==> src/rtl/pcap_pkg.sv <==
package pcap_pkg;
  typedef enum logic {
    MODE_STAMP  = 1'b0,
    MODE_SAMPLE = 1'b1
  } cap_mode_e;
endpackage

==> src/rtl/pcap_sync.sv <==
module pcap_sync #(
  parameter int STAGES = 2
) (
  input  logic clk,
  input  logic rst,
  input  logic din,
  output logic level,
  output logic edge_det
);
  logic [STAGES-1:0] sh;
  logic              last;

  always_ff @(posedge clk) begin
    if (rst) begin
      sh   <= '0;
      last <= 1'b0;
    end else begin
      sh   <= {sh[STAGES-2:0], din};
      last <= sh[STAGES-1];
    end
  end

  assign level    = sh[STAGES-1];
  assign edge_det = sh[STAGES-1] ^ last;
endmodule

==> src/rtl/pcap_packer.sv <==
module pcap_packer
  import pcap_pkg::*;
#(
  parameter int W = 32
) (
  input  logic         clk,
  input  logic         rst,
  input  cap_mode_e    mode,
  input  logic         accept,
  input  logic         edge_det,
  input  logic         level,
  input  logic         sample_en,
  input  logic [W-1:0] stamp,
  output logic         word_valid,
  output logic [W-1:0] word
);
  localparam int CNT_W = $clog2(W);

  logic [W-1:0]     acc;
  logic [CNT_W-1:0] cnt;
  logic             take_bit;
  logic             last_bit;

  assign take_bit = accept && (mode == MODE_SAMPLE) && sample_en;
  assign last_bit = (cnt == CNT_W'(W - 1));

  always_ff @(posedge clk) begin
    if (rst) begin
      acc <= '0;
      cnt <= '0;
    end else if (take_bit) begin
      acc <= {level, acc[W-1:1]};
      cnt <= cnt + 1'b1;
    end
  end

  always_comb begin
    if (mode == MODE_STAMP) begin
      word_valid = accept && edge_det;
      word       = stamp;
    end else begin
      word_valid = take_bit && last_bit;
      word       = {level, acc[W-1:1]};
    end
  end
endmodule

==> src/rtl/pcap_stage.sv <==
module pcap_stage #(
  parameter int W          = 32,
  parameter int HALF_WORDS = 8
) (
  input  logic         clk,
  input  logic         rst,
  input  logic         wr_en,
  input  logic [W-1:0] wr_data,
  output logic         room,
  output logic         rd_valid,
  output logic [W-1:0] rd_data,
  input  logic         rd_take,
  output logic         empty,
  output logic         full_both
);
  localparam int IDX_W = $clog2(HALF_WORDS);
  localparam int DEPTH = 2 * HALF_WORDS;

  logic [W-1:0]     mem [DEPTH];
  logic             wr_half, rd_half;
  logic [IDX_W-1:0] wr_idx, rd_idx;
  logic [1:0]       half_full;
  logic             wr_last, rd_last;

  assign wr_last   = (wr_idx == IDX_W'(HALF_WORDS - 1));
  assign rd_last   = (rd_idx == IDX_W'(HALF_WORDS - 1));
  assign room      = !half_full[wr_half];
  assign rd_valid  = half_full[rd_half];
  assign rd_data   = mem[{rd_half, rd_idx}];
  assign empty     = (half_full == 2'b00);
  assign full_both = &half_full;

  always_ff @(posedge clk) begin
    if (wr_en) mem[{wr_half, wr_idx}] <= wr_data;
  end

  always_ff @(posedge clk) begin
    if (rst) begin
      wr_half   <= 1'b0;
      rd_half   <= 1'b0;
      wr_idx    <= '0;
      rd_idx    <= '0;
      half_full <= 2'b00;
    end else begin
      if (wr_en) begin
        wr_idx <= wr_idx + 1'b1;
        if (wr_last) wr_half <= ~wr_half;
      end
      if (rd_take) begin
        rd_idx <= rd_idx + 1'b1;
        if (rd_last) rd_half <= ~rd_half;
      end
      for (int h = 0; h < 2; h++) begin
        if (wr_en && wr_last && (wr_half == 1'(h)))
          half_full[h] <= 1'b1;
        else if (rd_take && rd_last && (rd_half == 1'(h)))
          half_full[h] <= 1'b0;
      end
    end
  end
endmodule

==> src/rtl/pin_capture_engine.sv <==
module pin_capture_engine
  import pcap_pkg::*;
#(
  parameter int WORD_W      = 32,
  parameter int STAGE_BYTES = 64,
  parameter int NBUF        = 2,
  parameter int BUF_WORDS   = 16,
  parameter int SYNC_STAGES = 2
) (
  input  logic              clk,
  input  logic              rst,
  input  logic              pin_in,
  input  logic              capture_en,
  input  logic              sample_mode,
  input  logic              sample_en,
  output logic              mem_valid,
  output logic [WORD_W-1:0] mem_data,
  input  logic              mem_ready,
  output logic [NBUF-1:0]   buf_full,
  input  logic [NBUF-1:0]   buf_release,
  output logic              int_ovf,
  input  logic              int_ovf_clr,
  output logic              buf_ovf,
  input  logic              buf_ovf_clr
);
  localparam int STAGE_WORDS = STAGE_BYTES * 8 / WORD_W;
  localparam int HALF_WORDS  = STAGE_WORDS / 2;
  localparam int BUF_IDX_W   = (NBUF > 1) ? $clog2(NBUF) : 1;
  localparam int BCNT_W      = (BUF_WORDS > 1) ? $clog2(BUF_WORDS) : 1;

  logic [WORD_W-1:0]    stamp;
  logic                 level, edge_det;
  logic                 word_valid;
  logic [WORD_W-1:0]    word;
  logic                 room, rd_valid, empty, stage_full;
  logic                 halt_int, halt_buf, accept, blocked;
  logic                 wr_en, take, iovf_ev, bovf_ev;
  logic [BUF_IDX_W-1:0] cur_buf;
  logic [BCNT_W-1:0]    bcnt;
  logic                 buf_done;

  pcap_sync #(.STAGES(SYNC_STAGES)) u_sync (
    .clk(clk), .rst(rst), .din(pin_in), .level(level), .edge_det(edge_det)
  );

  pcap_packer #(.W(WORD_W)) u_pack (
    .clk(clk), .rst(rst), .mode(cap_mode_e'(sample_mode)), .accept(accept),
    .edge_det(edge_det), .level(level), .sample_en(sample_en), .stamp(stamp),
    .word_valid(word_valid), .word(word)
  );

  pcap_stage #(.W(WORD_W), .HALF_WORDS(HALF_WORDS)) u_stage (
    .clk(clk), .rst(rst), .wr_en(wr_en), .wr_data(word), .room(room),
    .rd_valid(rd_valid), .rd_data(mem_data), .rd_take(take),
    .empty(empty), .full_both(stage_full)
  );

  assign blocked   = buf_full[cur_buf];
  assign accept    = capture_en && !halt_int && !halt_buf;
  assign bovf_ev   = word_valid && blocked;
  assign iovf_ev   = word_valid && !blocked && !room;
  assign wr_en     = word_valid && !blocked && room;
  assign mem_valid = rd_valid && !blocked;
  assign take      = mem_valid && mem_ready;
  assign buf_done  = take && (bcnt == BCNT_W'(BUF_WORDS - 1));

  always_ff @(posedge clk) begin
    if (rst) begin
      stamp    <= '0;
      halt_int <= 1'b0;
      halt_buf <= 1'b0;
      int_ovf  <= 1'b0;
      buf_ovf  <= 1'b0;
    end else begin
      stamp    <= stamp + 1'b1;
      halt_int <= iovf_ev | (halt_int & !empty);
      halt_buf <= bovf_ev | (halt_buf & blocked);
      int_ovf  <= iovf_ev | (int_ovf & !int_ovf_clr);
      buf_ovf  <= bovf_ev | (buf_ovf & !buf_ovf_clr);
    end
  end

  always_ff @(posedge clk) begin
    if (rst) begin
      cur_buf <= '0;
      bcnt    <= '0;
    end else if (take) begin
      if (buf_done) begin
        bcnt    <= '0;
        cur_buf <= (cur_buf == BUF_IDX_W'(NBUF - 1)) ? '0 : cur_buf + 1'b1;
      end else begin
        bcnt <= bcnt + 1'b1;
      end
    end
  end

  for (genvar b = 0; b < NBUF; b++) begin : g_buf
    always_ff @(posedge clk) begin
      if (rst)
        buf_full[b] <= 1'b0;
      else if (buf_done && (cur_buf == BUF_IDX_W'(b)))
        buf_full[b] <= 1'b1;
      else if (buf_release[b])
        buf_full[b] <= 1'b0;
    end
  end
endmodule

==> config.mk <==
export PLATFORM = sky130hd
export DESIGN_NAME = pin_capture_engine
export DESIGN_NICKNAME = d
export VERILOG_FILES = /design/src/rtl/pcap_pkg.sv /design/src/rtl/pcap_sync.sv /design/src/rtl/pcap_packer.sv /design/src/rtl/pcap_stage.sv /design/src/rtl/pin_capture_engine.sv
export SDC_FILE = /design/constraint.sdc
export NUM_CORES = 1
export LEC_CHECK = 0
export BUFFER_PORTS_ARGS = -buffer_cell sky130_fd_sc_hd__buf_2
export CORE_MARGIN = 4
export CORE_UTILIZATION = 62
export CTS_CLUSTER_SIZE = 10
export DETAILED_ROUTE_END_ITERATION = 8
export GPL_TIMING_DRIVEN = 1
export HOLD_SLACK_MARGIN = 0.03
export PLACE_DENSITY = 0.82
export SLEW_MARGIN = 20
export SYNTH_ARGS = -nofsm -noshare
export SYNTH_HDL_FRONTEND = slang
export SYNTH_HIERARCHICAL = 1
export SYNTH_SLANG_ARGS = --single-unit
==> constraint.sdc <==
create_clock -name clk -period 3.9 [get_ports clk]
set_input_delay 0.39 -clock clk [delete_from_list [all_inputs] [get_ports clk]]
set_output_delay 0.39 -clock clk [all_outputs]
set_load 0.02 [all_outputs]
==> results of run 1 <==
-- flip-flops by register name (all words and copies together), names as in the netlist --
name,cells
u_stage/wr_half,1
buf_full,2
u_stage/mem,512
int_ovf,1
u_pack/acc,31
u_pack/cnt,5
u_stage/wr_idx,3
u_stage/rd_half,1
bcnt,4
stamp,32
u_sync/last,1
cur_buf,1
u_stage/half_full,2
u_sync/sh,2
halt_int,1
buf_ovf,1
u_stage/rd_idx,3
halt_buf,1
-- routing by layer --
layer | routed length, um | vias up | GRT usage (%) | part of all wire, %
li1 | - | 5279 | - | -
met3 | 4930 | 148 | 4.99 | 9.1
met5 | 8 | - | 0 | 0.015
met1 | 19800 | 6469 | 36.2 | 37
met4 | 2220 | 2 | 11.2 | 4.1
met2 | 27000 | 726 | 43.5 | 50
-- path summary, 6_finish.rpt --
path,to,slack (ns)
hold reg to reg,u_sync/sh[1]$_SDFF_PP0_,0.45
setup / recovery,u_stage/mem[2][3]$_DFFE_PP_,0.58
setup reg to reg,u_stage/mem[2][3]$_DFFE_PP_,0.58
hold / removal,u_sync/sh[0]$_SDFF_PP0_,0.04
-- stage by stage --
stage	cells	setup WS [ns]	cell area, um2	power, W
CTS	1883	0.623	26300	0.0129
floorplan	1282	0.727	23400	0.00713
global placement	1787	0.730	24400	0.00716
finish	1883	0.577	26300	0.0128
global route	1883	0.353	26300	0.0132
detailed placement	1787	0.658	24400	0.00716
-- power breakdown --
group / leakage [nW] / total, W / internal, W / switching, W
Combinational: 1.98 / 0.0000994 / 0.0000310 / 0.0000684
Sequential: 5.60 / 0.00693 / 0.00693 / 0.00000817
Clock: 0.940 / 0.00575 / 0.00337 / 0.00238
Total: 8.52 / 0.0128 / 0.0103 / 0.00246
-- cell type report --
| type | instances | area, um2 |
|---|---|---|
| clock buffer | 92 | 1900 |
| clock inverter | 4 | 48.8 |
| fill | 2151 | 10600 |
| inverter | 6 | 22.5 |
| multi-input combinational | 598 | 5870 |
| sequential | 604 | 17200 |
| tap | 504 | 631 |
| timing repair buffer | 75 | 621 |
==> metrics, run 1 <==
hold path depth=2; Vias=around 13000; final core utilization=71.2%; Hold Crit Start=pin_in; Post-CTS Setup Inserts=0; WL/cell=28.7 um; Max rail drop VDD=0.381 mV; vias in the first global route=between 10000 and 15000; via/cell ratio=~6.7; Setup violations, final=0; Critical-path top delay cell=and3_1; port bufs=47; Avg Inst Size Synth=18.3 um2; skew final=between 0.02 and 0.025 ns; Horiz. Die Dim=202 um; R2R Path Start=u_pack/cnt[0]$_SDFFE_PP0P_; Post-Synthesis Cells=between 1000 and 1500; Worst-Skew Late Latency=roughly 0.57 ns; Die Y=202 um; CTS Hold Buffers Added=0; Hold Path Class=in -> reg; max-slew violation count=0; total grt overflow=0; Post-Syn Nets=1304; overall fraction of global-route tracks in use=26.7%; synthesized area=23400 um2; Fin. Hold Viols=0; f_max=roughly 0.30 GHz; Period minus WS final=3.32 ns; Row Count=70; placed wire-length estimate=between 20000 and 30000 um; number of buffers and inverters on the critical path=1; drt initial violations=roughly 1500; Crit path required time=4.10 ns; most common cell after layout, fill and taps aside=edfxtp_1; # IOs=between 40 and 50; WP data arrival=between 3 and 4 ns; CP Launch Point=u_pack/cnt[0]$_SDFFE_PP0P_; post_cts resized=0; initial core utilization=63.4%; Layout area overhead=12.3%; first-pass GRT wire length=81600 um; clk slew on worst S/H paths=0.06 ns; Hold WS=0.0399 ns; GP Congestion=0.789; CP Depth=9; nets=1377; pin count of the biggest net entering global routing=58; DIE AREA=40900 um2; critical-path cell list=ha_1, and3_1, ha_1, nand3_1, a21boi_0, and3_1, nor3b_1, and2_2, buf_4; critical path peak fanout=32; power per cell area=486 nW/um2; # DRC=0; Total Wirelength=54000 um; outcome=complete, no violations; type of element launching the critical path=register; Max clock buf depth=3; layout cells sized above 1=24.6%; commonest non-fill, non-tap cells in the layout=edfxtp_1, mux4_2, nand2_1; Core Region=37000 um2; Slew @ Worst Pin=1.11 ns; drt first pass iters=7; P_leak=8.52 nW; Setup CP Type=reg -> reg; Final period util=85.2%; clk root buf=clkbuf_16; R2R depth=9; CTS tree=done; relative slew slack=between 20% and 30%; crit end category=register; CP max stage delay=0.55 ns; initial antenna violation count=1; Synth warnings=6; ant diodes=0; Num CTS Buffers=70; Post-DRT Antenna Nets=0; RSZ-0062 raised after global routing=no; htree depth=3; MaxCap Viol Count=0; clock sinks=just over 600; critical path's top delay family=simple AND/OR/NAND/NOR gates; setup TNS=0 ns
(Power assumes the default switching activity.)
==> inputs of run 2 (changes only) <==
Settings changed: CORE_UTILIZATION 62 to 65, PLACE_DENSITY 0.82 to 0.85, SKIP_CTS_REPAIR_TIMING set to 1.
Clock period 3.9 ns to 4 ns, I/O delays scaled along.
==> run 2 against run 1 <==
Utilization rose by 2.7 points. Wire length rose by 3.0%. Global-route usage rose by 2.2 points. Total power fell by 2.7%. Clock power fell by 3%. Clock skew fell by 0.0042 ns. Sequential share of layout area rose by 0.084 points. Largest cell class unchanged. Register-to-register slack improved by 0.15 ns. Count of clock-buffer cells in the layout fell by 4.
==> metrics, run 2 (synthesis gave the netlist of run 1 again) <==
max reg flops=512; Hold Path Class=in -> reg; ant diodes=0; Critical Path Most Common Cell=and3_1; total grt overflow=0; overall fraction of global-route tracks in use=28.9%; Layout area overhead=12.2%; nets=1378; first-pass GRT wire length=roughly 83000 um; initial core utilization=about two thirds; dpl cells=1744; outcome=complete, no violations; Hold WS=0.0375 ns; combinational fraction of design power=0.8%; most common cell after layout, fill and taps aside=edfxtp_1; drt first pass iters=7; Post-DRT Antenna Nets=0; Period minus WS final=3.27 ns; Num CTS Buffers=70; Setup violations, final=0; critical path peak fanout=18; layout cells sized above 1=24.7%; P_leak=8.54 nW; setup TNS=0 ns; Horiz. Die Dim=approximately 200 um; Critical-path top delay cell=and2_2; Setup CP Type=reg -> reg; sw frac=19.2%; final non-filler cell total=~1800; Max clock buf depth=3; Crit path required time=about 4.3 ns; pin count of the biggest net entering global routing=62; final core utilization=73.9%; number of buffers and inverters on the critical path=1; slack of the critical path=0.726 ns; Top reg by flops=u_stage/mem; sequential share of power=54.3%; Max rail drop VDD=between 0.4 and 0.5 mV; critical path's top delay family=simple AND/OR/NAND/NOR gates; flop2flop setup slack=0.73 ns; power per cell area=473 nW/um2; Row Count=69; Total Wirelength=roughly 56000 um; share of power burned in the clock network=44.9%; Slew @ Worst Pin=1.15 ns; crit end category=register; Worst-Skew Late Latency=0.59 ns; Die Y=198 um; drt initial violations=1911; critical-path cell list=ha_1, and3_1, ha_1, nand3_1, a21boi_0, and3_1, and3_1, and2_2, buf_12; max-slew violation count=0; GP Congestion=0.771; clk slew on worst S/H paths=0.05 ns; skew final=around 0.020 ns; Fin. Hold Viols=0; Core Region=35600 um2; commonest non-fill, non-tap cells in the layout=edfxtp_1, mux4_2, nand2_1; clock sinks=604; DIE AREA=39100 um2; # DRC=0; # IOs=48; vias in the first global route=13000; CTS tree=done; WP data arrival=3.55 ns; Vias=12800; port bufs=47; htree depth=3; initial antenna violation count=2; type of element launching the critical path=register; Switching Power=about 0.0024 W; via/cell ratio=6.96; CP max stage delay=0.58 ns; Place WS=0.678 ns; placed wire-length estimate=29300 um; Cell Int Power=~0.01 W; relative slew slack=a little under a quarter; Final period util=81.9%; f_max=0.305 GHz; WL/cell=between 30 and 40 um; RSZ-0062 raised after global routing=no; clk root buf=clkbuf_16; MaxCap Viol Count=0; biggest regs=u_stage/mem: 512 flops, stamp: 32 flops, u_pack/acc: 31 flops
[run 2: changes by cell type in the layout (fill, tap and decap cells not counted)]
cell        delta
inv_6          +4
buf_12         +2
buf_4          -2
clkbuf_1       -2
clkbuf_16      -2
clkinv_8       -2
buf_16         +1
bufinv_16      +1
clkinvlp_4     -1
[run 2: per-stage QoR]
step                total power [W]  cell area (um2)
floorplan                   0.00695            23400
global placement            0.00698            24300
detailed placement          0.00698            24300
CTS                          0.0125            26300
global route                 0.0128            26300
finish                       0.0124            26300
[run 2: final timing paths]
path	startpoint	endpoint	cells after the start
worst max-delay path	u_pack/cnt[0]$_SDFFE_PP0P_	u_stage/mem[14][25]$_DFFE_PP_	9
worst max register to register	u_pack/cnt[0]$_SDFFE_PP0P_	u_stage/mem[14][25]$_DFFE_PP_	9
worst min register to register	u_pack/acc[1]$_SDFFE_PP0P_	u_pack/acc[1]$_SDFFE_PP0P_	2
worst min-delay path	pin_in	u_sync/sh[0]$_SDFF_PP0_	2
[run 2: area by class of cell]
type | count | area (um2)
multi-input cells | 598 | 5870
fillers | 1948 | 9290
flip-flops and latches | 604 | 17200
clock buffers | 88 | 1840
inverters | 6 | 22.5
clock inverters | 6 | 73.8
well taps | 461 | 577
repair buffers | 76 | 673
[run 2: metal layers]
metal / share of wire [%] / GRT usage (%)
met4: 2.8 / 10.0
met5: 0 / 0
met1: 37 / 41.5
met2: 50 / 46.3
met3: 10 / 5.09
[run 2: power by group through the flow]
stage	Sequential, W	Clock (W)	Combinational [W]
2_1_floorplan	0.00689	0	0.0000675
5_1_grt	0.00675	0.00596	0.000105
6_report	0.00676	0.00558	0.0000983
3_3_place_gp	0.00689	0	0.0000941
4_1_cts	0.00676	0.00564	0.0000975
3_5_place_dp	0.00689	0	0.0000965
==> inputs of run 3 (changes only) <==
Settings changed: ABC_AREA set to 1, CORE_UTILIZATION 65 to 57, PLACE_DENSITY 0.85 to 0.79.
Clock period 4 ns to 2.7 ns, I/O delays scaled along.
==> run 3 against run 2 <==
Largest power group unchanged. Sequential share of layout area decreased by 8.3 points. Synthesized cell count increased by 110%. Register-to-register slack got worse by 0.51 ns. First-iteration DRC count increased by 55%. Critical path type is now reg -> out. Area after synthesis increased by 14%. Critical path depth decreased by 3. Largest cell class unchanged. Count of clock-buffer cells in the layout increased by 2. Wire length increased by 24%. Clock skew increased by 0.0050 ns. Sequential cell count unchanged.
==> metrics, run 3 <==
Synth warnings=6; crit end category=output port; Crit path required time=2.43 ns; biggest regs=u_stage/mem: 512 flops, stamp: 32 flops, u_pack/acc: 31 flops; sequential share of power=53.7%; setup TNS=0 ns; Hold Crit Start=sample_mode; share of power burned in the clock network=between 40 and 50%; Post-DRT Antenna Nets=0; CP max stage delay=0.59 ns; # IOs=48; number of buffers and inverters on the critical path=2; Hold WS=0.0955 ns; GP Congestion=0.888; Final period util=a little over nine tenths; outcome=complete, no violations; skew final=0.0248 ns; final design area excluding fillers=around 30000 um2; CTS tree=done; # DRC=0; max reg flops=slightly above 500; slack of the critical path=0.0442 ns; P_leak=between 10 and 15 nW; CP Depth=6; initial antenna violation count=0; vias in the first global route=19100; Critical-path top delay cell=dfxtp_4; pin count of the biggest net entering global routing=roughly 150; Post-Synthesis Cells=2737; sw frac=about 20%; hold path depth=5; Slew @ Worst Pin=0.893 ns; clock sinks=around 600; total power=around 0.019 W; Fin. Hold Viols=0; Horiz. Die Dim=about 220 um; drt initial violations=2963; critical path's top delay family=flip-flops; layout cells sized above 1=9.89%; Filler Cell Count=3248; R2R depth=11; overall fraction of global-route tracks in use=26.3%; DIE AREA=50200 um2; Vias=19800; combinational fraction of design power=under 10%; Die Y=224 um; Cell Int Power=approximately 0.015 W; Post-Syn Nets=between 2000 and 3000; Setup CP Type=reg -> out; htree depth=3; Total Wirelength=69100 um; Num CTS Buffers=71; Setup violations, final=0; commonest non-fill, non-tap cells in the layout=nand2_1, edfxtp_1, inv_1; clk slew on worst S/H paths=0.05 ns; initial core utilization=~58%; type of element launching the critical path=register; f_max=0.377 GHz; via/cell ratio=5.75; R2R Path Start=u_pack/cnt[1]$_SDFFE_PP0P_; Core Region=around 46000 um2; drt first pass iters=6; RSZ-0062 raised after global routing=yes; Hold Path Class=in -> reg; Layout area overhead=13.2%; most common cell after layout, fill and taps aside=nand2_1; ant diodes=0; total grt overflow=0; first-pass GRT wire length=~100000 um; Top reg by flops=u_stage/mem; clk root buf=clkbuf_16; power per cell area=626 nW/um2; Avg Inst Size Synth=9.72 um2; placed wire-length estimate=39500 um; WP data arrival=2.39 ns; Worst-Skew Late Latency=0.60 ns; CP Launch Point=u_stage/rd_idx[1]$_SDFFE_PP0P_; MaxCap Viol Count=0; Max rail drop VDD=0.480 mV; WL/cell=20.0 um; Switching Power=0.00381 W; critical-path cell list=buf_12, nand2_1, nand3_1, nand3_1, nand2_1, buf_2; nets=2845; critical path peak fanout=65; Place WS=0.0976 ns; relative slew slack=40.4%; Max clock buf depth=3; Area after DPL=27800 um2; port bufs=47; max-slew violation count=0; synthesized area=26600 um2; Row Count=78; Period minus WS final=around 2.7 ns
## run 3: worst paths after layout
| check | endpoint | slack, ns |
|---|---|---|
| worst max-delay path | mem_data[22] | 0.04 |
| worst min-delay path | u_pack/cnt[4]$_SDFFE_PP0P_ | 0.1 |
| worst max register to register | u_stage/mem[7][12]$_DFFE_PP_ | 0.22 |
| worst min register to register | u_sync/sh[1]$_SDFF_PP0_ | 0.44 |
## run 3: power by group through the flow
stage / sequential, W / combinational (W) / clock (W)
finish: 0.0101 / 0.000325 / 0.00840
global route: 0.0101 / 0.000353 / 0.00890
detailed placement: 0.0103 / 0.000311 / 0
CTS: 0.0101 / 0.000313 / 0.00849
floorplan: 0.0103 / 0.000172 / 0
global placement: 0.0103 / 0.000300 / 0
## run 3: layout make-up
class                      count  area (um2)  share of cell area (%)
inverter                     480        1830                    6.09
clock buffer                  90        1870                    6.21
multi-input combinational   1525        6910                    22.9
sequential                   604       17200                    57.2
tap                          600         751                    2.49
clock inverter                10         104                   0.345
timing repair buffer         141        1420                    4.71
## run 3: tightest hold or removal path, cell delays in order
cell and delay, ns:
buf_2 0.12, nand3_2 0.07, inv_2 0.07, nand2_1 0.06
a21oi_1 0.05
## run 3: per-stage QoR
stage | instances | util, %
finish | 3450 | 65.8
global route | 3450 | 65.8
CTS | 3431 | 65.0
detailed placement | 3331 | 60.7
global placement | 3331 | 60.7
floorplan | 2737 | -
## run 3: metal layers
layer	track usage (%)	vias up	routed length, um	part of all wire [%]
met4	9.25	0	2170	3.1
met3	4.59	185	7940	11
met1	37.1	9337	26100	38
met5	0	-	0	0
li1	-	8968	-	-
met2	42.0	1348	32800	48
